$ cat src/rtl/irx_pkg.sv
package irx_pkg;
  localparam int RUN_W  = 7;
  localparam int BYTE_W = RUN_W + 1;
  localparam int EVT_RX_BIT  = 0;
  localparam int EVT_ERR_BIT = 2;

  typedef enum logic [1:0] {
    REG_DATA = 2'd0,
    REG_STAT = 2'd1,
    REG_EVT  = 2'd2,
    REG_NONE = 2'd3
  } irx_reg_e;

  typedef struct packed {
    logic             space;
    logic [RUN_W-1:0] len;
  } irx_byte_t;
endpackage

$ cat src/rtl/irx_in_sync.sv
module irx_in_sync #(
  parameter int STAGES = 2
) (
  input  logic clk,
  input  logic rst_n,
  input  logic din,
  input  logic inv,
  output logic lvl
);
  logic [STAGES-1:0] sh_q;
  logic [STAGES-1:0] sh_d;

  generate
    if (STAGES == 1) begin : g_one
      always_comb sh_d = din;
    end else begin : g_many
      always_comb sh_d = {sh_q[STAGES-2:0], din};
    end
  endgenerate

  always_ff @(posedge clk or negedge rst_n) begin
    if (!rst_n) sh_q <= '0;
    else        sh_q <= sh_d;
  end

  assign lvl = sh_q[STAGES-1] ^ inv;
endmodule

$ cat src/rtl/irx_run_enc.sv
module irx_run_enc
  import irx_pkg::*;
(
  input  logic      clk,
  input  logic      rst_n,
  input  logic      tick,
  input  logic      lvl,
  output logic      emit_vld,
  output irx_byte_t emit_byte
);
  localparam logic [RUN_W-1:0] RUN_MAX = '1;

  logic             act_q, act_d;
  logic             cur_q, cur_d;
  logic [RUN_W-1:0] cnt_q, cnt_d;
  logic             vld_q, vld_d;
  irx_byte_t        byte_q, byte_d;

  always_comb begin
    act_d  = act_q;
    cur_d  = cur_q;
    cnt_d  = cnt_q;
    vld_d  = 1'b0;
    byte_d = byte_q;
    if (tick) begin
      if (!act_q) begin
        act_d = 1'b1;
        cur_d = lvl;
        cnt_d = '0;
      end else if (lvl != cur_q) begin
        vld_d  = 1'b1;
        byte_d = '{space: ~cur_q, len: cnt_q};
        cur_d  = lvl;
        cnt_d  = '0;
      end else if (cnt_q == RUN_MAX) begin
        vld_d  = 1'b1;
        byte_d = '{space: ~cur_q, len: cnt_q};
        cnt_d  = '0;
      end else begin
        cnt_d = cnt_q + 1'b1;
      end
    end
  end

  always_ff @(posedge clk or negedge rst_n) begin
    if (!rst_n) begin
      act_q  <= 1'b0;
      cur_q  <= 1'b0;
      cnt_q  <= '0;
      vld_q  <= 1'b0;
      byte_q <= '0;
    end else begin
      act_q <= act_d;
      cur_q <= cur_d;
      cnt_q <= cnt_d;
      vld_q <= vld_d;
      if (vld_d) byte_q <= byte_d;
    end
  end

  assign emit_vld  = vld_q;
  assign emit_byte = byte_q;
endmodule

$ cat src/rtl/irx_fifo.sv
module irx_fifo #(
  parameter int DEPTH = 16,
  parameter int W     = 8,
  localparam int PTR_W = $clog2(DEPTH),
  localparam int CNT_W = PTR_W + 1
) (
  input  logic             clk,
  input  logic             rst_n,
  input  logic             push,
  input  logic [W-1:0]     din,
  input  logic             pop,
  output logic [W-1:0]     dout,
  output logic [CNT_W-1:0] cnt,
  output logic             full,
  output logic             empty,
  output logic             drop
);
  logic [W-1:0]     mem [DEPTH];
  logic [PTR_W-1:0] wptr_q, wptr_d, rptr_q, rptr_d;
  logic [CNT_W-1:0] cnt_q, cnt_d;
  logic             wr_ok, rd_ok;

  assign empty = (cnt_q == '0);
  assign full  = (cnt_q == CNT_W'(DEPTH));
  assign rd_ok = pop & ~empty;
  assign wr_ok = push & (~full | rd_ok);
  assign drop  = push & full & ~rd_ok;

  function automatic logic [PTR_W-1:0] step(input logic [PTR_W-1:0] p);
    return (p == PTR_W'(DEPTH - 1)) ? '0 : p + 1'b1;
  endfunction

  always_comb begin
    wptr_d = wr_ok ? step(wptr_q) : wptr_q;
    rptr_d = rd_ok ? step(rptr_q) : rptr_q;
    cnt_d  = cnt_q;
    if (wr_ok && !rd_ok)      cnt_d = cnt_q + 1'b1;
    else if (rd_ok && !wr_ok) cnt_d = cnt_q - 1'b1;
  end

  always_ff @(posedge clk or negedge rst_n) begin
    if (!rst_n) begin
      wptr_q <= '0;
      rptr_q <= '0;
      cnt_q  <= '0;
    end else begin
      wptr_q <= wptr_d;
      rptr_q <= rptr_d;
      cnt_q  <= cnt_d;
    end
  end

  always_ff @(posedge clk) begin
    if (wr_ok) mem[wptr_q] <= din;
  end

  assign dout = empty ? '0 : mem[rptr_q];
  assign cnt  = cnt_q;
endmodule

$ cat src/rtl/irx_stat.sv
module irx_stat
  import irx_pkg::*;
#(
  parameter int CNT_W  = 5,
  parameter int THRESH = 8
) (
  input  logic             clk,
  input  logic             rst_n,
  input  logic             drop,
  input  logic             clr,
  input  logic [CNT_W-1:0] cnt,
  input  logic             ien_rx,
  input  logic             ien_err,
  output logic             ovr,
  output logic [7:0]       evt
);
  logic ovr_q, ovr_d;

  always_comb begin
    ovr_d = ovr_q;
    if (clr)  ovr_d = 1'b0;
    if (drop) ovr_d = 1'b1;
  end

  always_ff @(posedge clk or negedge rst_n) begin
    if (!rst_n) ovr_q <= 1'b0;
    else        ovr_q <= ovr_d;
  end

  always_comb begin
    evt = '0;
    evt[EVT_RX_BIT]  = ien_rx & (cnt >= CNT_W'(THRESH));
    evt[EVT_ERR_BIT] = ien_err & ovr_q;
  end

  assign ovr = ovr_q;
endmodule

$ cat src/rtl/irx_rle_rx.sv
module irx_rle_rx
  import irx_pkg::*;
#(
  parameter int DEPTH       = 16,
  parameter int THRESH      = DEPTH / 2,
  parameter int SYNC_STAGES = 2,
  localparam int CNT_W = $clog2(DEPTH) + 1
) (
  input  logic       clk,
  input  logic       rst_n,
  input  logic       smp_tick,
  input  logic       ir_raw,
  input  logic       ir_invert,
  input  logic       rx_off,
  input  logic       ien_rx,
  input  logic       ien_err,
  input  logic       rd_en,
  input  logic [1:0] rd_addr,
  output logic [7:0] rd_data,
  output logic       irq
);
  logic [1:0]        rst_sh;
  logic              rst_q;
  logic              lvl;
  logic              enc_vld;
  irx_byte_t         enc_byte;
  logic              push, pop, clr;
  logic [BYTE_W-1:0] fifo_dout;
  logic [CNT_W-1:0]  fifo_cnt;
  logic              fifo_full, fifo_empty, drop;
  logic              ovr;
  logic [7:0]        evt;
  irx_reg_e          sel;

  always_ff @(posedge clk or negedge rst_n) begin
    if (!rst_n) rst_sh <= 2'b00;
    else        rst_sh <= {rst_sh[0], 1'b1};
  end
  assign rst_q = rst_sh[1];

  irx_in_sync #(.STAGES(SYNC_STAGES)) u_sync (
    .clk(clk), .rst_n(rst_q), .din(ir_raw), .inv(ir_invert), .lvl(lvl)
  );

  irx_run_enc u_enc (
    .clk(clk), .rst_n(rst_q), .tick(smp_tick), .lvl(lvl),
    .emit_vld(enc_vld), .emit_byte(enc_byte)
  );

  assign sel  = irx_reg_e'(rd_addr);
  assign push = enc_vld & ~rx_off;
  assign pop  = rd_en & (sel == REG_DATA);
  assign clr  = rd_en & (sel == REG_STAT);

  irx_fifo #(.DEPTH(DEPTH), .W(BYTE_W)) u_fifo (
    .clk(clk), .rst_n(rst_q), .push(push), .din(enc_byte), .pop(pop),
    .dout(fifo_dout), .cnt(fifo_cnt), .full(fifo_full),
    .empty(fifo_empty), .drop(drop)
  );

  irx_stat #(.CNT_W(CNT_W), .THRESH(THRESH)) u_stat (
    .clk(clk), .rst_n(rst_q), .drop(drop), .clr(clr), .cnt(fifo_cnt),
    .ien_rx(ien_rx), .ien_err(ien_err), .ovr(ovr), .evt(evt)
  );

  always_comb begin
    unique case (sel)
      REG_DATA: rd_data = fifo_dout;
      REG_STAT: rd_data = {6'b0, ovr, ~fifo_empty};
      REG_EVT:  rd_data = evt;
      default:  rd_data = 8'h00;
    endcase
  end

  assign irq = |evt;
endmodule

$ cat config.mk
export PLATFORM = sky130hd
export DESIGN_NAME = irx_rle_rx
export DESIGN_NICKNAME = d
export VERILOG_FILES = /design/src/rtl/irx_pkg.sv /design/src/rtl/irx_in_sync.sv /design/src/rtl/irx_run_enc.sv /design/src/rtl/irx_fifo.sv /design/src/rtl/irx_stat.sv /design/src/rtl/irx_rle_rx.sv
export SDC_FILE = /design/constraint.sdc
export NUM_CORES = 1
export LEC_CHECK = 0
export ABC_AREA = 1
export CORE_MARGIN = 5
export CORE_UTILIZATION = 50
export CTS_CLUSTER_SIZE = 28
export DETAILED_ROUTE_END_ITERATION = 7
export DONT_BUFFER_PORTS = 1
export HOLD_SLACK_MARGIN = 0.06
export PLACE_DENSITY_LB_ADDON = 0.05
export SETUP_SLACK_MARGIN = 0.3
export SLEW_MARGIN = 20
export SYNTH_ARGS = -nofsm -noshare
export SYNTH_HDL_FRONTEND = slang
export SYNTH_SLANG_ARGS = --single-unit
$ cat constraint.sdc
create_clock -name clk -period 2.7 [get_ports clk]
set_clock_uncertainty 0.1 [all_clocks]
set_input_delay 0.81 -clock clk [delete_from_list [all_inputs] [get_ports clk]]
set_output_delay 0.81 -clock clk [all_outputs]
set_load 0.05 [all_outputs]
==> results.toml, run 1 <==
[drt]
vias_per_cell = 5.37
drt_iter0_drc = 515
wl_per_cell_um = 18.8
postRouteAntennaNets = 0
vias = 4980
wl_um = 17500
firstDrtPassIters = 5
drc = 0

[worst_setup_path]
start_kind = "flip-flop"
cp.arrival_ns = 2.08
required_ns = 1.79
critical_path.endpoint_type = "output pin"
path_class = "reg -> out"
cp_max_fo = 8

[power]
pwr_density_cell_nw_per_um2 = 1040
finalPower_mw = 9.22
p_leak_nw = 3.63
peakVddDrop_v = 0.000537

[die]
core_area_um2 = 14400
die_h_um = 130
fp-row-count = 44
die_x_um = 130
io_pins = 20
start_util_pct = 50.2
die_area_um2 = 16900

[placed_design]
pre_cts_ws_ns = 0.170
io_buffer_count = 0
place_congestion = 0.809
hpwl_um = 10500

[clock_tree]
numCtsBuffers = 17
clkTransAtPathRegs_ns = 0.06
clock-sinks = 164
cts_tree = "done"
root_buffer = "clkbuf_16"
clk_path_buf_depth = 2
htree_levels = 4
worstSkewPairLatency_ns = 0.43

[finish]
nFillCells = 1156
area_growth_pct = 22.5
layout_commonest_cell = "nand2_1"
finalNetCount = 753
n_antenna_cell = 0
drive_gt1_share_pct = 21.8
final_cell_mix = "nand2_1, edfxtp_1, nand3_1, nor2_1, inv_1"

[global_routing]
grt_usage_pct = 21.8
grt_pass1_wl_um = 27200
grt_max_degree = 35
antenna_found_initial = 0
first_global_vias = 4816
grt-ovfl-total = 0

[worst_hold_path]
hold_path_class = "reg -> async"

[timing]
holdWs_ns = 0.198
max_freq_mhz = 334
tightest_slew_ns = 0.803
hold_viol = 0
final.min_clock_period_ns = 2.99
drv_slew = 0
fin_crit_sh_pct = 111
setup_viol = 8
slew_headroom_pct = 46.5
fin_ws_ns = -0.290
rsz0062_at_grt = "yes"

[yosys]
synth_area_um2 = 7220
syn_avg_cell_area_um2 = 10.7
netlist_instances = 673
yosysUniqueCellTypes = 38
ys_seq_elements = 164
synth_fp_nets = 695
synth-seq-area-share_pct = 65.7
ys_warn_count = 0

[run]
maxCapViolations = 0

[outcome]
status = "finished with violations"
violations = "setup timing"
==> metrics by stage <==
stage / setup TNS, ns / area (um^2) / std cells / utilization [%]
3_3_place_gp: 0 / 7660 / 868 / 53.3
6_report: -1.99 / 8840 / 928 / 61.5
2_1_floorplan: 0 / 7260 / 673 / -
5_1_grt: -2.60 / 8840 / 928 / 61.5
3_5_place_dp: 0 / 7660 / 868 / 53.3
4_1_cts: -1.85 / 8570 / 916 / 59.6
==> where the power goes <==
group          internal (mW)  switching (mW)  total (mW)  leakage, nW
Sequential              3.00           0.316        3.31         1.62
Combinational           1.47            2.04        3.51         1.71
Clock                   1.46           0.935        2.40        0.295
==> path summary, 6_finish.rpt <==
path / start / end / slack [ns] / cells after the start
max in group asynchronous: rst_n / rst_sh[0] / 1.87 / 1
max reg2reg: u_fifo.cnt[1] / u_fifo.cnt[4] / 0.42 / 13
min in group clk: u_sync.sh_q[0] / u_sync.sh_q[1] / 0.25 / 0
max: u_fifo.rptr_q[0] / rd_data[2] / -0.29 / 11
min: rst_sh[1] / u_sync.sh_q[0] / 0.20 / 1
min reg2reg: rst_sh[1] / u_sync.sh_q[0] / 0.20 / 1
==> critical path, stage by stage (launching register included) <==
cell     delay (ns)
dfrtp_4        0.54
buf_12         0.18
buf_12         0.14
nand2_1        0.06
nand2_1        0.05
nand2_1        0.07
nand3_2        0.10
nand3_1        0.10
nand2_2        0.07
nand2_2        0.10
nand2_2        0.08
buf_12         0.15
==> state kept, by name, indices dropped and copies added (netlist names) <==
signal	flops
rst_sh	2
u_enc.act_q	1
u_enc.cnt_q	7
u_enc.cur_q	1
u_enc.emit_byte	8
u_enc.emit_vld	1
u_fifo.cnt	5
u_fifo.mem	128
u_fifo.rptr_q	4
u_fifo.wptr_q	4
u_stat.ovr	1
u_sync.sh_q	2
==> layer usage <==
metal	global-route usage (%)	share of wire, %	vias up
met5	0	0	-
met4	7.82	2.3	0
met3	4.67	5.9	29
met2	33.1	47	158
met1	31.2	45	2408
li1	-	-	2385
==> synthesized netlist by cell type, drive strengths merged <==
cell type | n | share of area [%]
nand2 | 185 | 9.9
edfxtp | 128 | 53
nand3 | 92 | 6.4
nor2 | 71 | 3.8
inv | 54 | 2.9
dfrtp | 36 | 12
o21ai | 30 | 2.1
buf | 23 | 2.9
a21oi | 11 | 0.76
ha | 10 | 1.7
o211ai | 6 | 0.62
xor2 | 6 | 0.73
nand4 | 4 | 0.35
xnor2 | 4 | 0.49
a21boi | 2 | 0.21
a21o | 1 | 0.10
a22o | 1 | 0.12
a31oi | 1 | 0.087
clkbuf | 1 | 0.052
clkinv | 1 | 0.052
conb | 1 | 0.052
fa | 1 | 0.28
nand3b | 1 | 0.10
nor3 | 1 | 0.23
o31ai | 1 | 0.10
or2 | 1 | 0.087
==> cells by family after synthesis <==
group | count (synthesis) | synth area share (%)
other cells | 1 | 0.0520
compound gates | 53 | 4.14
fa+ha+maj | 11 | 2.01
buf+inv | 79 | 5.95
flops | 164 | 65.7
xor+xnor | 10 | 1.21
simple gates | 355 | 20.9
==> repair_timing <==
action                                  CTS  global route
endpoints found under the hold margin     2             0
resized for setup                        33            37
endpoints found under the setup margin    9            11
hold buffers                              1             0
setup buffers                            10             9
pin swaps                                12            23
gates cloned                              5             3
==> area by class of cell <==
type,instances,area (um^2),area share [%]
repair buffers,62,795,8.99
flip-flops and latches,164,4750,53.8
inverters,55,221,2.50
repair inverters,1,11.3,0.127
clock inverters,12,138,1.56
clock buffers,20,447,5.05
well taps,184,230,2.60
multi-input cells,430,2250,25.4
No activity file was read; power rests on OpenSTA's default activity.
==> run 2: changes to the inputs <==
CTS_CLUSTER_SIZE = default   (was 28)
==> results of run 2 <==
No change in the layout: final DEF, timing and power equal those of run 1.
==> run 3: changes to the inputs <==
CELL_PAD_IN_SITES_DETAIL_PLACEMENT = 0   (was default)
CELL_PAD_IN_SITES_GLOBAL_PLACEMENT = 2   (was default)
CORE_UTILIZATION = 46   (was 50)
==> run 3 against run 2 <==
Net effect:
- the run still ends with setup timing left
- clock power up 2%
- worst hold slack worse by 0.12 ns
- first-iteration DRC count decreased by 22%
- cell area down 1.6%
- die area up 8.0%
- count of clock-buffer cells in the layout down 1
- flip-flop and latch count stayed put
==> results.toml, run 3 (synthesis results as in run 1) <==
[finish]
n_antenna_cell = 0
final_cell_mix = "nand2_1, edfxtp_1, nand3_1, nor2_1, inv_1"
nFillCells = 1357
area_growth_pct = 20.5
finalNetCount = 740
layout_commonest_cell = "nand2_1"
drive_gt1_share_pct = 18.9
fin_cells = 940
final_util_pct = 56.8
largest_reg_flops = 128
regMostFlops = "u_fifo.mem"

[drt]
firstDrtPassIters = 4
postRouteAntennaNets = 0
vias_per_cell = 5.07
wl_um = 17000
drc = 0
wl_per_cell_um = 18.0
vias = 4768
drt_iter0_drc = 402

[global_routing]
grt_max_degree = 38
grt_usage_pct = 19.8
grt_pass1_wl_um = 27100
antenna_found_initial = 0
grt-ovfl-total = 0
first_global_vias = 4901

[die]
die_h_um = 135
io_pins = 20
start_util_pct = 47.1
die_x_um = 135
fp-row-count = 45
die_area_um2 = 18300
core_area_um2 = 15300

[power]
p_leak_nw = 3.52
p_switching_mw = 3.15
swShare_pct = 35.4
pwr_density_cell_nw_per_um2 = 1020
p_comb_share_pct = 36.0
intPower_mw = 5.75
power_frac_clock_pct = 27.4
peakVddDrop_v = 0.000549
p_seq_share_pct = 36.6

[timing]
fin_ws_ns = -0.137
setup_viol = 8
tightest_slew_ns = 0.673
hold_viol = 0
slew_headroom_pct = 55.1
final.min_clock_period_ns = 2.84
fin_crit_sh_pct = 105
rsz0062_at_grt = "yes"
drv_slew = 0
max_freq_mhz = 353
holdWs_ns = 0.0747

[clock_tree]
clock-sinks = 164
numCtsBuffers = 17
worstSkewPairLatency_ns = 0.41
clk_path_buf_depth = 2
cts_tree = "done"
root_buffer = "clkbuf_16"
clkTransAtPathRegs_ns = 0.06
htree_levels = 4

[placed_design]
io_buffer_count = 0
pre_cts_ws_ns = 0.0879
dp.cells = 895
hpwl_um = 10500
place_congestion = 0.786

[run]
maxCapViolations = 0

[worst_setup_path]
cp_max_fo = 6
critical_path.endpoint_type = "output pin"
path_class = "reg -> out"
cp.arrival_ns = 1.93
required_ns = 1.79
start_kind = "flip-flop"

[worst_hold_path]
hold_path_class = "reg -> async"

[outcome]
violations = "setup timing"
status = "finished with violations"
## run 3: cell count changes in the layout (fill, tap and decap cells not counted), sizes merged
cell,before,now
clkinv,10,8
clkbuf,23,20
bufinv,3,4
buf,58,46
clkinvlp,0,1
## run 3: path summary, 6_finish.rpt
check / startpoint / end / slack [ns] / cells past startpoint
worst min-delay path: rst_sh[1] / u_enc.cnt_q[0] / 0.07 / 0
worst max register to register: u_fifo.cnt[0] / u_fifo.cnt[4] / 0.46 / 12
max in group asynchronous: rst_sh[1] / u_fifo.rptr_q[0] / 1.84 / 1
worst min register to register: rst_sh[1] / u_enc.cnt_q[0] / 0.07 / 0
min in group clk: u_sync.sh_q[0] / u_sync.sh_q[1] / 0.26 / 0
worst max-delay path: u_fifo.rptr_q[0] / rd_data[2] / -0.14 / 11
## run 3: repair_timing
item | in CTS | in global routing
hold buffers | 1 | 0
buffers inserted | 7 | 2
hold endpoints to repair | 2 | 0
pin swaps | 13 | 8
setup endpoints to repair | 9 | 11
gates resized for setup | 33 | 26
gates cloned | 4 | 1
## run 3: power groups by stage
stage	Sequential, mW	Combinational, mW	Clock (mW)
floorplan	3.21	1.96	0
global placement	3.31	2.55	0
detailed placement	3.32	2.58	0
CTS	3.26	3.05	2.48
global route	3.29	3.53	2.60
finish	3.26	3.20	2.44
## run 3: through the flow
stage          setup TNS [ns]  power, mW  area (um^2)
6_report               -0.944       8.90         8700
5_1_grt                 -1.80       9.42         8700
4_1_cts                 -1.11       8.79         8560
3_5_place_dp                0       5.89         7700
3_3_place_gp                0       5.85         7700
2_1_floorplan               0       5.16         7260
## run 3: area by class of cell
cell class	count	area, um^2	area share [%]
Clock buffer	19	433	4.98
Clock inverter	11	159	1.83
Inverter	55	238	2.73
Multi-Input combinational cell	430	2220	25.6
Sequential cell	164	4750	54.6
Tap cell	211	264	3.03
Timing Repair Buffer	48	582	6.69
Timing Repair inverter	2	50.0	0.575
## run 3: worst max-delay path, cell delays in order (launching register included)
cell and delay [ns]:
dfrtp_2 0.46, buf_12 0.18, buf_16 0.15, nand2_1 0.05, nand2_1 0.05, nand2_1 0.06, nand3_2 0.10, nand3_2 0.10
nand2_2 0.06, nand2_2 0.07, nand2_2 0.07, buf_12 0.15
## run 3: metal layers
metal | vias to the layer above | GRT usage, % | share of wire, %
met4 | 0 | 6.77 | 1.5
met3 | 19 | 3.57 | 4.6
li1 | 2351 | - | -
met5 | - | 0 | 0
met1 | 2300 | 26.3 | 44
met2 | 98 | 32.8 | 49
